[src/rtl/rx_mode_pkg.sv]
package rx_mode_pkg;

    typedef enum logic [2:0] {
        ST_SLEEP,
        ST_WAKE,
        ST_POLL,
        ST_RX_HUNT,
        ST_RX_LOCK
    } seq_state_e;

    localparam logic [1:0] MODE_SLEEP = 2'd0;
    localparam logic [1:0] MODE_WAKE  = 2'd1;
    localparam logic [1:0] MODE_POLL  = 2'd2;
    localparam logic [1:0] MODE_RX    = 2'd3;

endpackage

[src/rtl/rx_down_timer.sv]
// Loadable down-counter with an optional tick prescaler.
// With DIV > 1 the count drops once every DIV cycles of run; with DIV == 1 every cycle.
module rx_down_timer #(
    parameter int W   = 5,
    parameter int DIV = 4
) (
    input  logic         clk,
    input  logic         rst_n,
    input  logic         load,
    input  logic [W-1:0] load_val,
    input  logic         run,
    output logic         zero
);
    logic [W-1:0] cnt_q;
    logic         step;

    generate
        if (DIV > 1) begin : g_pre
            localparam int PW = $clog2(DIV);
            logic [PW-1:0] pre_q;
            logic          tick;

            assign tick = (pre_q == PW'(DIV - 1));

            always_ff @(posedge clk or negedge rst_n) begin
                if (!rst_n) begin
                    pre_q <= '0;
                end else if (load) begin
                    pre_q <= '0;
                end else if (run && (cnt_q != '0)) begin
                    pre_q <= tick ? '0 : pre_q + 1'b1;
                end
            end

            assign step = tick;
        end else begin : g_nopre
            assign step = 1'b1;
        end
    endgenerate

    always_ff @(posedge clk or negedge rst_n) begin
        if (!rst_n) begin
            cnt_q <= '0;
        end else if (load) begin
            cnt_q <= load_val;
        end else if (run && (cnt_q != '0) && step) begin
            cnt_q <= cnt_q - 1'b1;
        end
    end

    assign zero = (cnt_q == '0);
endmodule

[src/rtl/rx_release_det.sv]
// Tracks the override: hold is set while ovr_n is low and stays set through
// DLY cycles of ovr_n high; fire marks the cycle in which the hold ends.
module rx_release_det #(
    parameter int DLY = 4
) (
    input  logic clk,
    input  logic rst_n,
    input  logic ovr_n,
    output logic hold,
    output logic fire
);
    localparam int CW = $clog2(DLY + 1);

    logic [CW-1:0] cnt_q;
    logic          last;

    assign last = (cnt_q == CW'(DLY - 1));
    assign fire = hold && ovr_n && last;

    always_ff @(posedge clk or negedge rst_n) begin
        if (!rst_n) begin
            hold  <= 1'b0;
            cnt_q <= '0;
        end else if (!ovr_n) begin
            hold  <= 1'b1;
            cnt_q <= '0;
        end else if (hold) begin
            if (last) begin
                hold  <= 1'b0;
                cnt_q <= '0;
            end else begin
                cnt_q <= cnt_q + 1'b1;
            end
        end
    end
endmodule

[src/rtl/rx_mode_seq.sv]
module rx_mode_seq
    import rx_mode_pkg::*;
#(
    parameter int SLEEP_W  = 5,
    parameter int TICK_DIV = 4,
    parameter int WAKE_W   = 8,
    parameter int REL_DLY  = 4
) (
    input  logic               clk,
    input  logic               rst_n,
    input  logic               ovr_n,
    input  logic               cfg_wr,
    input  logic [SLEEP_W-1:0] cfg_sleep,
    input  logic [WAKE_W-1:0]  wake_cycles,
    input  logic               chk_done,
    input  logic               chk_pass,
    input  logic               clkrec_err,
    output logic [1:0]         mode,
    output logic               chk_en,
    output logic               clkrec_en
);
    localparam logic [SLEEP_W-1:0] PERM_CODE = '1;

    seq_state_e         state_q, state_d;
    logic [SLEEP_W-1:0] sleep_reg_q;
    logic [SLEEP_W-1:0] sleep_src;
    logic               perm;
    logic               hold, rel_fire, ovr_act;
    logic               slp_load, slp_zero;
    logic               wake_load, wake_zero;

    // stored sleep code; kept across any override
    always_ff @(posedge clk or negedge rst_n) begin
        if (!rst_n) begin
            sleep_reg_q <= PERM_CODE;
        end else if (cfg_wr) begin
            sleep_reg_q <= cfg_sleep;
        end
    end

    assign sleep_src = cfg_wr ? cfg_sleep : sleep_reg_q;
    assign perm      = (sleep_reg_q == PERM_CODE);
    assign ovr_act   = hold || !ovr_n;

    rx_release_det #(.DLY(REL_DLY)) u_rel (
        .clk   (clk),
        .rst_n (rst_n),
        .ovr_n (ovr_n),
        .hold  (hold),
        .fire  (rel_fire)
    );

    rx_down_timer #(.W(SLEEP_W), .DIV(TICK_DIV)) u_sleep_tmr (
        .clk      (clk),
        .rst_n    (rst_n),
        .load     (slp_load),
        .load_val (sleep_src),
        .run      (state_q == ST_SLEEP && !perm),
        .zero     (slp_zero)
    );

    rx_down_timer #(.W(WAKE_W), .DIV(1)) u_wake_tmr (
        .clk      (clk),
        .rst_n    (rst_n),
        .load     (wake_load),
        .load_val (wake_cycles),
        .run      (state_q == ST_WAKE),
        .zero     (wake_zero)
    );

    // next-state logic
    always_comb begin
        state_d = state_q;
        if (rel_fire) begin
            state_d = ST_SLEEP;
        end else begin
            unique case (state_q)
                ST_SLEEP: begin
                    if (ovr_act || (!perm && slp_zero)) state_d = ST_WAKE;
                end
                ST_WAKE: begin
                    if (wake_zero) state_d = ovr_act ? ST_RX_HUNT : ST_POLL;
                end
                ST_POLL: begin
                    if (ovr_act)       state_d = ST_RX_HUNT;
                    else if (chk_done) state_d = chk_pass ? ST_RX_LOCK : ST_SLEEP;
                end
                ST_RX_HUNT: begin
                    if (chk_done && chk_pass) state_d = ST_RX_LOCK;
                end
                ST_RX_LOCK: begin
                    if (clkrec_err) state_d = ST_RX_HUNT;
                end
                default: state_d = ST_SLEEP;
            endcase
        end
    end

    assign slp_load  = (state_d == ST_SLEEP) && ((state_q != ST_SLEEP) || rel_fire || perm);
    assign wake_load = (state_d == ST_WAKE) && (state_q != ST_WAKE);

    // state register
    always_ff @(posedge clk or negedge rst_n) begin
        if (!rst_n) state_q <= ST_SLEEP;
        else        state_q <= state_d;
    end

    // outputs
    always_comb begin
        mode      = MODE_SLEEP;
        chk_en    = 1'b0;
        clkrec_en = 1'b0;
        unique case (state_q)
            ST_SLEEP:   mode = MODE_SLEEP;
            ST_WAKE:    mode = MODE_WAKE;
            ST_POLL:    begin mode = MODE_POLL; chk_en = 1'b1; end
            ST_RX_HUNT: begin mode = MODE_RX;   chk_en = 1'b1; end
            ST_RX_LOCK: begin mode = MODE_RX;   clkrec_en = 1'b1; end
            default:    mode = MODE_SLEEP;
        endcase
    end
endmodule

[config.mk]
export PLATFORM = sky130hd
export DESIGN_NAME = rx_mode_seq
export DESIGN_NICKNAME = d
export VERILOG_FILES = /design/src/rtl/rx_mode_pkg.sv /design/src/rtl/rx_down_timer.sv /design/src/rtl/rx_release_det.sv /design/src/rtl/rx_mode_seq.sv
export SDC_FILE = /design/constraint.sdc
export NUM_CORES = 1
export LEC_CHECK = 0
export BUFFER_PORTS_ARGS = -buffer_cell sky130_fd_sc_hd__buf_2
export CELL_PAD_IN_SITES_DETAIL_PLACEMENT = 1
export CELL_PAD_IN_SITES_GLOBAL_PLACEMENT = 2
export CORE_ASPECT_RATIO = 1.2
export CORE_MARGIN = 5
export CORE_UTILIZATION = 36
export DETAILED_ROUTE_END_ITERATION = 16
export GPL_ROUTABILITY_DRIVEN = 0
export PLACE_DENSITY_LB_ADDON = 0.1
export SLEW_MARGIN = 20
export SYNTH_ARGS = -nofsm -noshare
export SYNTH_HDL_FRONTEND = slang
export SYNTH_SLANG_ARGS = --single-unit
[constraint.sdc]
create_clock -name clk -period 2.71 [get_ports clk]
set_input_delay 0.1355 -clock clk [delete_from_list [all_inputs] [get_ports clk]]
set_output_delay 0.1355 -clock clk [all_outputs]
set_load 0.1 [all_outputs]
==> reports/qor.yml <==
largest_net_degree_at_the_start_of_global_routing: 28
maximum_net_fanout_on_the_critical_path: 8
place.detailed.instances: 233
fillCellCount: 516
number_of_buffers_inserted_during_clock_tree_synthesis: 3
cts.path.max_buffers: 2
synth-async-reset-ratio_pct: 100
setup.worst_path.class: "flop to flop"
drt_drc_violations_left: 0
dominantRegCellSynth: "sky130_fd_sc_hd__dfrtp_1"
power.internal_mw: 1.15
wl_final_mm: 3.83
worst_clock_skew_ns: 0.00454
leakagePower_nw: 0.820
dp_hpwl_mm: 2.99
max_freq_ghz: 0.388
syn_to_final_growth_pct: 15.0
setup.worst_path.start_class: "flop"
cts_resized: 0
sequential_to_total_area_share_from_yosys_stat_pct: 41.1
fin_total_pwr_mw: 1.94
clk-insertion-delay-late_ns: 0.28
period_share_pct: 95.1
finalWorstPathRequiredPeriod_ns: 2.58
die_width_um: 72.0
tritoncts_num_sinks: 27
tns_ns: 0
cts.clk_slew.worst_paths_ns: 0.10
synthCells: 155
initial_antenna_violation_count: 0
setup_viol_count_final: 0
clock_network_power_share_pct: 12.8
seq_power_share_pct: 36.2
route.detailed.wl_per_inst_um: 16.1
rsz0062_at_grt: "no"
detailroute.via_count: 1265
core_area_mm2: 0.00453
synthesis.area_mm2: 0.00166
synth_cell_type_count: 49
drtPass1Iterations: 4
maxCapViolCount: 0
hold_viol_final: 0
cts_htree_levels: 1
cts_hold_buffers: 1
detail_route.iter0.violations: 42
floorplan.die_area_mm2: 0.00607
io-pin-count: 24
grt_pass1_wl_mm: 6.62
power.ir.vdd_worst_uv: 477
count_of_flip_flops_with_a_built_in_enable_after_synthesis: 0
power.share.combinational_pct: 51.0
critical_path.endpoint_type: "flop"
numPortBuffers: 23
post-place-ws_ns: 0.147
grt_overflow: 0
first_global_vias: 1404
cts_tree: "yes"
fin_cells: 238
worst_slew_margin_rel_pct: 58.6
drt-vias-per-instance: 5.32
post_route_cells_drive_above_1_share_pct: 35.0
cp_data_arrival_time_ns: 2.75
post_cts_repair_timing_setup_buffer_count: 0
synth_fp_nets: 181
final_antenna_net_count: 0
min-delay-path-class: "input port to flop"
worst_slack_ns: 0.134
power_density_mw_per_mm2: 1020
timing_worst_slew_pin_value_ns: 0.613
diodes: 0
netSwitchingPower_mw: 0.797
outcome: "finished, final reports clean"
synth.avg_cell_area_um2: 10.7
synth_warnings: 0
multi_input_gate_area_in_the_final_layout_um2: 940
global_route.usage.total_pct: 13.4
count_of_nets_after_finishing: 207
floorplan.initialDensity_pct: 36.6
cts.root.buffer_cell: "sky130_fd_sc_hd__clkbuf_8"
finalMaxSlewViolations: 0
die_boundary_height_um: 84.3
p_sw_share_pct: 41.0
placement_rows: 27
required_ns: 2.88
final-seq-area_um2: 682
ys_ff_latch: 27
-- per-layer routing --
| layer | vias to the layer above | share of wire, % | GRT usage, % |
|---|---|---|---|
| li1 | 617 | - | - |
| met1 | 612 | 43 | 16.2 |
| met2 | 30 | 52 | 24.0 |
| met3 | 6 | 4.2 | 2.40 |
| met4 | 0 | 1.5 | 3.76 |
| met5 | - | 0 | 0 |
-- synth_stat cells (3+ instances only) --
library cell              count  share of area (%)
sky130_fd_sc_hd__o21ai_0      8                2.4
sky130_fd_sc_hd__nand2_1     11                2.5
sky130_fd_sc_hd__xor2_1       3                1.6
sky130_fd_sc_hd__mux2_2      11                7.5
sky130_fd_sc_hd__nor2b_1      3                1.1
sky130_fd_sc_hd__a31oi_1      4                1.5
sky130_fd_sc_hd__and2_1       4                1.5
sky130_fd_sc_hd__xnor2_1      6                3.2
sky130_fd_sc_hd__nor2_1       7                1.6
sky130_fd_sc_hd__a21oi_1      4                1.2
sky130_fd_sc_hd__nor3_1       3               0.91
sky130_fd_sc_hd__mux2_4       5                4.5
sky130_fd_sc_hd__ha_1         6                4.5
sky130_fd_sc_hd__dfstp_2      5                7.9
sky130_fd_sc_hd__inv_1        8                1.8
sky130_fd_sc_hd__dfrtp_1     22                 33
-- sequential cells by signal, indices dropped and copies added, names as in the netlist --
name                     count
state_q                      3
u_wake_tmr.cnt_q             8
sleep_reg_q                  5
u_rel.cnt_q                  3
u_sleep_tmr.cnt_q            5
u_sleep_tmr.g_pre.pre_q      2
u_rel.hold                   1
-- final cells by class --
class / instances / area share (%)
clock inverters: 1 / 0.459
flip-flops and latches: 27 / 35.8
repair buffers: 25 / 6.96
well taps: 58 / 3.81
clock buffers: 3 / 2.17
multi-input cells: 116 / 49.3
inverters: 8 / 1.57
-- worst max-delay path, cell delays in order, from the launching register on --
cell and delay [ns]:
sky130_fd_sc_hd__dfrtp_1 0.43, sky130_fd_sc_hd__inv_1 0.13, sky130_fd_sc_hd__ha_1 0.15, sky130_fd_sc_hd__or3b_2 0.50
sky130_fd_sc_hd__or4b_4 0.51, sky130_fd_sc_hd__nand4_4 0.14, sky130_fd_sc_hd__and3_4 0.29, sky130_fd_sc_hd__mux2_4 0.32
-- stage by stage --
stage / cell area, um2 / hold slack, ns / util [%]
floorplan: 1680 / -0.160 / -
global placement: 1850 / 0.184 / 40.8
detailed placement: 1850 / 0.194 / 40.8
CTS: 1910 / 0.0579 / 42.1
global route: 1910 / 0.0664 / 42.1
finish: 1910 / 0.0598 / 42.1
-- power groups by stage --
stage	Clock (mW)	Sequential (mW)	Combinational (mW)
after floorplan	0	0.660	0.836
after global placement	0	0.700	0.965
after detailed placement	0	0.712	0.998
after CTS	0.262	0.705	1.01
after global routing	0.275	0.724	1.10
final	0.249	0.704	0.991
-- kinds of logic after synthesis --
| logic type | share of synthesized area, % |
|---|---|
| mux | 13.2 |
| simple gates | 20.2 |
| compound gates | 12.5 |
| xor+xnor | 4.75 |
| fa+ha+maj | 4.53 |
| buf+inv | 3.77 |
| flops | 41.1 |
-- worst paths after layout --
path,start,endpoint,slack (ns),depth (start not counted)
setup / recovery,u_wake_tmr.cnt_q[0],u_wake_tmr.cnt_q[2],0.13,7
hold / removal,ovr_n,u_rel.hold,0.06,2
setup reg to reg,u_wake_tmr.cnt_q[0],u_wake_tmr.cnt_q[2],0.13,7
hold reg to reg,u_rel.cnt_q[2],u_rel.cnt_q[2],0.54,2
max in group asynchronous,rst_n,u_wake_tmr.cnt_q[2],1.91,2
min in group asynchronous,rst_n,u_sleep_tmr.g_pre.pre_q[1],0.39,2
-- cells in the final DEF (no fill, tap or decap), types with 3 or more instances in the layout --
| cell type | Yosys | final |
|---|---|---|
| sky130_fd_sc_hd__buf_2 | 1 | 23 |
| sky130_fd_sc_hd__xor2_1 | 3 | 3 |
| sky130_fd_sc_hd__dfrtp_1 | 22 | 22 |
| sky130_fd_sc_hd__xnor2_1 | 6 | 6 |
| sky130_fd_sc_hd__mux2_2 | 11 | 11 |
| sky130_fd_sc_hd__inv_1 | 8 | 8 |
| sky130_fd_sc_hd__dfstp_2 | 5 | 5 |
| sky130_fd_sc_hd__and2_1 | 4 | 4 |
| sky130_fd_sc_hd__a21oi_1 | 4 | 4 |
| sky130_fd_sc_hd__nor3_1 | 3 | 3 |
| sky130_fd_sc_hd__mux2_4 | 5 | 5 |
| sky130_fd_sc_hd__ha_1 | 6 | 6 |
| sky130_fd_sc_hd__nand2_1 | 11 | 11 |
| sky130_fd_sc_hd__nor2_1 | 7 | 7 |
| sky130_fd_sc_hd__o21ai_0 | 8 | 8 |
| sky130_fd_sc_hd__clkbuf_8 | 0 | 3 |
| sky130_fd_sc_hd__a31oi_1 | 4 | 4 |
Note: power is estimated with default switching activity, not from simulation.
